`src/rtl/pfl_pkg.sv`:
```
package pfl_pkg;
  typedef enum logic [1:0] {
    CMD_RD   = 2'b00,
    CMD_LINE = 2'b01,
    CMD_MULT = 2'b10,
    CMD_RSVD = 2'b11
  } rd_cmd_e;

  typedef enum logic [1:0] {
    POL_ONE  = 2'b00,
    POL_LINE = 2'b01,
    POL_TWO  = 2'b10,
    POL_FULL = 2'b11
  } pf_pol_e;

  localparam int CTRL_W    = 16;
  localparam int RD_LSB    = 8;
  localparam int LINE_LSB  = 6;
  localparam int MULT_LSB  = 4;
  localparam int MAXC_LSB  = 12;
endpackage

```
`src/rtl/pfl_policy_sel.sv`:
```
module pfl_policy_sel
  import pfl_pkg::*;
(
  input  logic [1:0]        cmd,
  input  logic              pref,
  input  logic [CTRL_W-1:0] ctrl,
  output pf_pol_e           pol
);
  always_comb begin
    unique case (rd_cmd_e'(cmd))
      CMD_RD:   pol = pref ? pf_pol_e'(ctrl[RD_LSB +: 2]) : POL_ONE;
      CMD_LINE: pol = pf_pol_e'(ctrl[LINE_LSB +: 2]);
      CMD_MULT: pol = pf_pol_e'(ctrl[MULT_LSB +: 2]);
      default:  pol = POL_ONE;
    endcase
  end
endmodule

```
`src/rtl/pfl_len_calc.sv`:
```
module pfl_len_calc
  import pfl_pkg::*;
#(
  parameter int ADDR_W    = 32,
  parameter int CLS_W     = 8,
  parameter int BUF_BYTES = 512,
  parameter int LEN_W     = $clog2(BUF_BYTES << 3) + 1
) (
  input  logic              clk,
  input  logic              rst,
  input  logic              req_valid,
  input  logic [ADDR_W-1:0] req_addr,
  input  logic [CLS_W-1:0]  line_dw,
  input  logic [CTRL_W-1:0] ctrl,
  input  pf_pol_e           pol,
  output logic [LEN_W-1:0]  len_next,
  output logic              len_valid,
  output logic [LEN_W-1:0]  len_bytes
);
  localparam logic [LEN_W-1:0] DW_BYTES = LEN_W'(4);
  localparam logic [LEN_W-1:0] BUF_LEN  = LEN_W'(BUF_BYTES);

  logic [LEN_W-1:0] line_b, line_off, to_end, max_b;
  logic [2:0]       maxc;

  always_comb begin
    line_b   = (line_dw == '0) ? DW_BYTES : (LEN_W'(line_dw) << 2);
    line_off = req_addr[LEN_W-1:0] & (line_b - LEN_W'(1)) & ~LEN_W'(3);
    to_end   = line_b - line_off;
    maxc     = ctrl[MAXC_LSB +: 3];
    max_b    = maxc[2] ? BUF_LEN : (BUF_LEN << maxc[1:0]);
    unique case (pol)
      POL_ONE:  len_next = DW_BYTES;
      POL_LINE: len_next = to_end;
      POL_TWO:  len_next = to_end + line_b;
      default:  len_next = max_b;
    endcase
  end

  always_ff @(posedge clk) begin
    if (rst) begin
      len_valid <= 1'b0;
      len_bytes <= '0;
    end else begin
      len_valid <= req_valid;
      if (req_valid) len_bytes <= len_next;
    end
  end


  len_follow_chk: assert property (@(posedge clk) disable iff (rst)
    req_valid |=> len_valid);

  len_only_after_req_chk: assert property (@(posedge clk) disable iff (rst)
    !req_valid |=> !len_valid);

  len_dw_multiple_chk: assert property (@(posedge clk) disable iff (rst)
    len_valid |-> (len_bytes[1:0] == 2'b00 && len_bytes != '0));

  len_cap_chk: assert property (@(posedge clk) disable iff (rst)
    len_valid |-> (len_bytes <= (BUF_LEN << 3)));
endmodule

```
`src/rtl/pfl_bound_track.sv`:
```
module pfl_bound_track #(
  parameter int ADDR_W     = 32,
  parameter int LEN_W      = 13,
  parameter int BOUND_LOG2 = 20
) (
  input  logic              clk,
  input  logic              rst,
  input  logic              req_valid,
  input  logic [ADDR_W-1:0] req_addr,
  input  logic [LEN_W-1:0]  len_next,
  input  logic              dw_ack,
  output logic              bound_stop
);
  localparam int DWA_W = ADDR_W - 2;
  localparam int LOW_W = BOUND_LOG2 - 2;
  localparam int REM_W = LEN_W - 1;

  logic [DWA_W-1:0] cur_q, cur_d;
  logic [REM_W-1:0] rem_q, rem_d;
  logic             act_q, act_d;

  always_comb begin
    cur_d = cur_q;
    rem_d = rem_q;
    act_d = act_q;
    if (req_valid) begin
      cur_d = req_addr[ADDR_W-1:2];
      rem_d = REM_W'(len_next >> 2);
      act_d = 1'b1;
    end else if (dw_ack && act_q) begin
      if (bound_stop || rem_q <= REM_W'(1)) begin
        act_d = 1'b0;
      end else begin
        cur_d = cur_q + DWA_W'(1);
        rem_d = rem_q - REM_W'(1);
      end
    end
  end

  always_ff @(posedge clk) begin
    if (rst) begin
      cur_q      <= '0;
      rem_q      <= '0;
      act_q      <= 1'b0;
      bound_stop <= 1'b0;
    end else begin
      cur_q      <= cur_d;
      rem_q      <= rem_d;
      act_q      <= act_d;
      bound_stop <= act_d && (cur_d[LOW_W-1:0] == {LOW_W{1'b1}});
    end
  end


  stop_on_edge_chk: assert property (@(posedge clk) disable iff (rst)
    bound_stop |-> (act_q && cur_q[LOW_W-1:0] == {LOW_W{1'b1}}));

  stop_ends_chk: assert property (@(posedge clk) disable iff (rst)
    (bound_stop && dw_ack && !req_valid) |=> (!bound_stop && !act_q));

  idle_quiet_chk: assert property (@(posedge clk) disable iff (rst)
    (!act_q && !req_valid) |=> !bound_stop);
endmodule

```
`src/rtl/pf_len_ctrl.sv`:
```
module pf_len_ctrl
  import pfl_pkg::*;
#(
  parameter int ADDR_W     = 32,
  parameter int CLS_W      = 8,
  parameter int BUF_BYTES  = 512,
  parameter int BOUND_LOG2 = 20,
  parameter int LEN_W      = $clog2(BUF_BYTES << 3) + 1
) (
  input  logic              clk,
  input  logic              rst,
  input  logic              req_valid,
  input  logic [1:0]        req_cmd,
  input  logic [ADDR_W-1:0] req_addr,
  input  logic              req_pref,
  input  logic [CLS_W-1:0]  line_dw,
  input  logic [CTRL_W-1:0] buf_ctrl,
  input  logic              dw_ack,
  output logic              len_valid,
  output logic [LEN_W-1:0]  len_bytes,
  output logic              bound_stop
);
  pf_pol_e          pol;
  logic [LEN_W-1:0] len_next;

  pfl_policy_sel u_sel (
    .cmd  (req_cmd),
    .pref (req_pref),
    .ctrl (buf_ctrl),
    .pol  (pol)
  );

  pfl_len_calc #(
    .ADDR_W(ADDR_W), .CLS_W(CLS_W), .BUF_BYTES(BUF_BYTES), .LEN_W(LEN_W)
  ) u_calc (
    .clk(clk), .rst(rst), .req_valid(req_valid), .req_addr(req_addr),
    .line_dw(line_dw), .ctrl(buf_ctrl), .pol(pol), .len_next(len_next),
    .len_valid(len_valid), .len_bytes(len_bytes)
  );

  pfl_bound_track #(
    .ADDR_W(ADDR_W), .LEN_W(LEN_W), .BOUND_LOG2(BOUND_LOG2)
  ) u_trk (
    .clk(clk), .rst(rst), .req_valid(req_valid), .req_addr(req_addr),
    .len_next(len_next), .dw_ack(dw_ack), .bound_stop(bound_stop)
  );


  nonpref_single_chk: assert property (@(posedge clk) disable iff (rst)
    (req_valid && req_cmd == 2'b00 && !req_pref) |=> (len_bytes == LEN_W'(4)));

  rsvd_single_chk: assert property (@(posedge clk) disable iff (rst)
    (req_valid && req_cmd == 2'b11) |=> (len_bytes == LEN_W'(4)));
endmodule

```
`config.mk`:
```
export PLATFORM = sky130hd
export DESIGN_NAME = pf_len_ctrl
export DESIGN_NICKNAME = d
export VERILOG_FILES = /design/src/rtl/pfl_pkg.sv /design/src/rtl/pfl_policy_sel.sv /design/src/rtl/pfl_len_calc.sv /design/src/rtl/pfl_bound_track.sv /design/src/rtl/pf_len_ctrl.sv
export SDC_FILE = /design/constraint.sdc
export NUM_CORES = 1
export LEC_CHECK = 0
export BUFFER_PORTS_ARGS = -buffer_cell sky130_fd_sc_hd__buf_2
export CELL_PAD_IN_SITES_DETAIL_PLACEMENT = 0
export CELL_PAD_IN_SITES_GLOBAL_PLACEMENT = 1
export CORE_MARGIN = 5
export CORE_UTILIZATION = 28
export CTS_BUF_LIST = sky130_fd_sc_hd__clkbuf_4
export DETAILED_ROUTE_END_ITERATION = 10
export GPL_ROUTABILITY_DRIVEN = 1
export HOLD_SLACK_MARGIN = 0.15
export PLACE_DENSITY = 0.61
export SETUP_SLACK_MARGIN = 0.4
export SLEW_MARGIN = 20
export SYNTH_ARGS = -nofsm -noshare
export SYNTH_HDL_FRONTEND = slang
export SYNTH_SLANG_ARGS = --single-unit
```
`constraint.sdc`:
```
create_clock -name clk -period 7.5 [get_ports clk]
set_input_delay 1.5 -clock clk [delete_from_list [all_inputs] [get_ports clk]]
set_output_delay 1.5 -clock clk [all_outputs]
set_load 0.005 [all_outputs]
```
### After elaboration in Yosys (flattened, before gate mapping)

Index checks and enable logic that the tools add are counted.

| cells by class | value |
|---|---|
| shifts and indexed selects | 1 |
| reductions and logical operators | 10 |
| mux-type cells | 14 |
| $add $sub $neg | 5 |
| equal/unequal tests | 6 |
| magnitude comparators | 1 |
| bitwise operators | 2 |

Operators with widths:

| cell | count |
|---|---|
| $mux W30 | 3 |
| $pmux W13 S3 | 1 |
| $mux W11 | 3 |
| $add A30 B1 Y30 const B | 1 |
| $eq A18 B18 Y1 const B | 1 |
| $add A13 B13 Y13 | 1 |
| $and A13 B13 Y13 | 1 |
| $mux W13 | 1 |
| $shl A10 B2 Y13 const A | 1 |
| $sub A13 B1 Y13 const B | 1 |
| $sub A13 B13 Y13 | 1 |
| $le A12 B1 Y1 const B | 1 |
| $sub A12 B1 Y12 const B | 1 |
| $mux W10 | 1 |
| $logic_not A8 Y1 | 1 |
| $pmux W2 S3 | 1 |
| $eq A2 B1 Y1 const B | 2 |
| $eq A2 B2 Y1 const B | 2 |
| $logic_not A2 Y1 | 2 |
| $reduce_and A2 Y1 | 2 |
| $mux W1 | 3 |
| $logic_and A1 B1 Y1 | 2 |
| $mux W2 | 1 |
| $ne A2 B2 Y1 const B | 1 |
| other kinds (4) | 4 |

| storage, ports and cells | value |
|---|---|
| bits in registers | 58 |
| output and inout port bits | 15 |

### Longest topological paths before layout

| depth | value |
|---|---|
| word-level depth | 8 |
| gate-level depth with buffers | 21 |
| gate-level depth less buffers | 20 |

### Modules after synthesis

From an unflattened synthesis, not the netlist that was laid out.

| unflattened totals | value |
|---|---|
| cells, all modules | 482 |
| area, all modules | 3,761.1 um^2 |

By module, submodules not included:

| module | seq. area each (um^2) | cells each | area an instance (um^2) | instances |
|---|---|---|---|---|
| pfl_bound_track | 640.6 | 231 | 1,953.1 | 1 |
| pfl_len_calc | 240.2 | 243 | 1,755.4 | 1 |
| pfl_policy_sel | 0.0 | 8 | 52.6 | 1 |

### Least setup slack after synthesis

Ideal clock, no wire load.

| timing | value |
|---|---|
| kind | input-to-reg |
| from | in line_dw[1] |
| to | reg u_trk.rem_q[9] |
| data arrival time | 5.267 ns |
| library setup time | 0.086 ns |
| data required time | 7.414 ns |
| stages | 21 |
| path slack | 2.148 ns |
| cells stage by stage | clkbuf_1 -> nor4_1 -> a21o_1 -> inv_1 -> ha_1 -> nor3b_1 -> nand2_1 -> xnor2_1 -> nand2_1 -> ha_1 -> nand3b_1 -> o221ai_1 -> a31oi_1 -> xnor2_1 -> ha_1 -> and3_1 -> a221o_1 -> nand4_1 -> xor2_1 -> a21oi_1 -> a211oi_1 |

| on the way | value |
|---|---|
| longest elaborated chain between the ends | 8 |

RTL lines:

| item | RTL line | RTL |
|---|---|---|
| start: declaration | pf_len_ctrl.sv:16 | `input logic [CLS_W-1:0] line_dw,` |
| $logic_not A8 Y1 | pfl_len_calc.sv:27 | `line_b = (line_dw == '0) ? DW_BYTES : (LEN_W'(line_dw) << 2);` |
| $mux W10 (*) | pfl_len_calc.sv:27 |  |
| $sub A13 B1 Y13 | pfl_len_calc.sv:28 | `line_off = req_addr[LEN_W-1:0] & (line_b - LEN_W'(1)) & ~LEN_W'(3);` |
| $and A13 B13 Y13 | pfl_len_calc.sv:28 |  |
| $sub A13 B13 Y13 | pfl_len_calc.sv:29 | `to_end = line_b - line_off;` |
| $add A13 B13 Y13 | pfl_len_calc.sv:35 | `POL_TWO: len_next = to_end + line_b;` |
| $pmux W13 S3 (*) | pfl_len_calc.sv:32 | `unique case (pol)` |
| $mux W11 (*) | pfl_bound_track.sv:26 | `if (req_valid) begin` |
| end signal: assignment | pfl_bound_track.sv:48 | `rem_q <= rem_d;` |
| end: declaration | pfl_bound_track.sv:19 | `logic [REM_W-1:0] rem_q, rem_d;` |

Mark *: on every way between the ends. The rest lies on a longest branch, timed or not.
A chain may end at the register's enable or synchronous reset.

### Worst setup path in the final report

Same ends and word-level chain as after synthesis.

==> results.md <==
* Outcome: completed
* Commonest non-fill, non-tap cell in the layout: buf_2
* Site Rows at 40
* Starting density of the core at approximately 29%
* Post-Place Cells at between 600 and 700
* Mapped cell area at 3431 µm²
* Vias in the first global route at ~3200
* # diodes at 0
* Core region area at 12010 µm²
* Fill count at 1318
* Hold EP: u_calc.len_bytes[2]$_SDFFE_PP0P_
* Worst slew pin tran at 781.5 ps
* Gr usage total at a little over an eighth
* Later-pin clock latency in the skew report at 360 ps
* FF/Latch Area at 880.8 µm²
* Worst setup SP type: primary input
* Critical path fanouts, max at 12
* Maxcap violations at 0
* Setup CP Type: in2reg
* CTS tree: done
* Pre-CTS WS at 1340 ps
* Max Transition Viols Final at 0
* First-pass GRT wire length at about 16000 µm
* Hold Crit Depth at 1
* Clock root buffer: clkbuf_4
* Htree depth at 2
* I/O pin count at between 70 and 80
* Leakage at 1.495 nW
* Pwr/cell area at 162.9 nW/µm²
* #FFs+latches synth at 44
* HP Class: reg2reg
* Port Buf Inserts at between 50 and 60
* Post-CTS sizing at 0
* Final setup TNS at 0 ps
* Non-Filler Instances at 618
* Post-CTS Setup Inserts at 0
* Area occupied by multi-input gates at 2342 µm²
* RR Startpoint: u_trk.rem_q[2]$_SDFFE_PP0P_
* Clock sink total at 44
* Pin count of the biggest net entering global routing at 44
* Die area at 14570 µm²
* Post-route ant nets at 0
* Syn-to-layout area delta at 10.36%
* Post-synthesis cell type count at 68
* Post-Syn Instances at 434
* DP HPWL at between 7000 and 8000 µm
* Relative max-transition margin at 47.72%
* Ys async rst share at 0%
* Core Util, Final at 31.52%
* Fin crit share at ~77%
* Critical Path End Type: flop
* DR WL/cell at between 15 and 20 µm
* Cell count of the worst reg-to-reg path at 8
* Worst Hold Launch: u_calc.len_bytes[2]$_SDFFE_PP0P_
* EDFF count, synth at 0
* Final Wtd Congestion at 0.7957
* Dominant synthesized flop cell: dfxtp_1
* DRT Pass-1 Iters at 4
* DRC at 0
* Worst R2R Setup Slack at 4050 ps
* Setup violations, final at 0
* Initial antenna violation count at 0
* Share of layout cells above drive strength 1 at 16.56%
* Ys Warns at 0
* Peak VDD IR at 0.05235 mV
* Tmin final at ~5700 ps
* Die Height at 120.7 µm
* Worst Path Required at 7770 ps
* CP arrival at about 6000 ps
* Power Total at 0.6168 mW
* Initial drt markers at around 170
* Total grt overflow at 0
* Clk buf depth at 2
* RSZ-0062 raised after global routing: no
* Syn_area_per_cell at 7.905 µm²
* Sequential area share after synthesis at between 20% and 30%
* Vias per cell at 5.222
* Most frequent cells in the layout: buf_2 (54), dfxtp_1 (44), nor2_1 (38)
* FMAX at 174.2 MHz
* Hold buffers post-CTS at 0
* Hold Vio Cnt, Final at 0
* Die W at around 120 µm
* CTS buffer count at 5
* Clock skew at roughly 15 ps
* Reg-to-Reg End: u_trk.bound_stop$_SDFF_PP0_
* Vias at 3227
* Final worst setup slack at 1760 ps
* Worst-path clk slew at about 140 ps
* Nets at ~550
* Final wirelength at 9406 µm
power by group:
group | internal, mW | switching (mW)
Sequential | 0.251 | 0.0143
Combinational | 0.101 | 0.133
Clock | 0.0354 | 0.0819
Total | 0.388 | 0.229
registers in the layout (all words and copies together), names as in the netlist:
| name | cells |
|---|---|
| u_calc.len_valid | 1 |
| u_trk.rem_q | 12 |
| u_trk.act_q | 1 |
| u_trk.cur_q | 18 |
| u_calc.len_bytes | 11 |
| u_trk.bound_stop | 1 |
area by class of cell:
class                           instances  share of cell area (%)
Inverter                               14                   1.388
Tap cell                              147                   4.858
Clock buffer                            5                  0.9914
Clock inverter                          3                  0.4957
Sequential cell                        44                   23.27
Timing Repair Buffer                   54                   7.138
Multi-Input combinational cell        351                   61.86
cells by family after synthesis:
family / share of synthesized area, %
AND/OR/NAND/NOR: 26.11
AO/OA/AOI/OAI: 23.45
flip-flops: 25.67
XOR/XNOR: 10.98
buffers and inverters: 6.163
adder cells (fa/ha/maj): 6.054
multiplexers: 1.459
other: 0.1093
critical path: stages:
cell      delay, ps
buf_2           210
nor4_1          110
a21o_1          230
inv_1            70
ha_1            210
nor3b_1         650
nand2_1         150
xnor2_1         170
nand2_1          70
ha_1            390
nand3b_1        100
o221ai_1        260
a31oi_1         100
xnor2_1         280
ha_1            340
and3_1          160
a221o_1         320
nand4_1         140
xor2_1          160
a21oi_1         140
a211oi_1        250
worst max-delay path by stage:
stage | end | startpoint | slack, ps
finish | u_trk.rem_q[9]$_SDFFE_PP0P_ | line_dw[1] | 1760
global route | u_trk.rem_q[9]$_SDFFE_PP0P_ | line_dw[1] | 1280
CTS | u_calc.len_bytes[11]$_SDFFE_PP0P_ | line_dw[1] | 1720
detailed placement | u_calc.len_bytes[11]$_SDFFE_PP0P_ | line_dw[1] | 1340
global placement | u_calc.len_bytes[11]$_SDFFE_PP0P_ | line_dw[5] | 1340
floorplan | u_trk.rem_q[9]$_SDFFE_PP0P_ | line_dw[1] | 2150
synth_stat cells (4+ instances only):
cell type / count / area, µm²
nand4_1: 11 / 68.82
a211oi_1: 10 / 75.07
mux2i_1: 5 / 50.05
a21o_1: 9 / 67.56
dfxtp_1: 44 / 880.8
nor3_1: 16 / 80.08
a22oi_1: 6 / 45.04
inv_1: 13 / 48.80
nor2b_1: 17 / 106.4
xor2_1: 19 / 166.4
xnor2_1: 24 / 210.2
clkbuf_1: 20 / 75.07
nor4_1: 5 / 31.28
a21oi_1: 20 / 100.1
o21ai_0: 28 / 140.1
nand2_1: 34 / 127.6
o221ai_1: 4 / 35.03
o21a_1: 6 / 45.04
ha_1: 15 / 187.7
nand3_1: 12 / 60.06
nor2_1: 38 / 142.6
a31oi_1: 4 / 25.02
or2_2: 4 / 25.02
through the flow:
step	instance area [µm²]	hold WS, ps
2_1_floorplan	3435	448.7
4_1_cts	3786	474.1
5_1_grt	3786	493.8
3_5_place_dp	3730	439.9
3_3_place_gp	3730	432.3
6_report	3786	466.8
layer usage:
layer  global-route usage [%]  share of wire [%]  vias to the layer above
li1                         -                  -                     1639
met1                    18.05                 49                     1509
met2                    21.38                 46                       67
met3                    2.011                3.9                       12
met4                    3.612                1.7                        0
met5                        0                  0                        -
(Power assumes the default switching activity.)
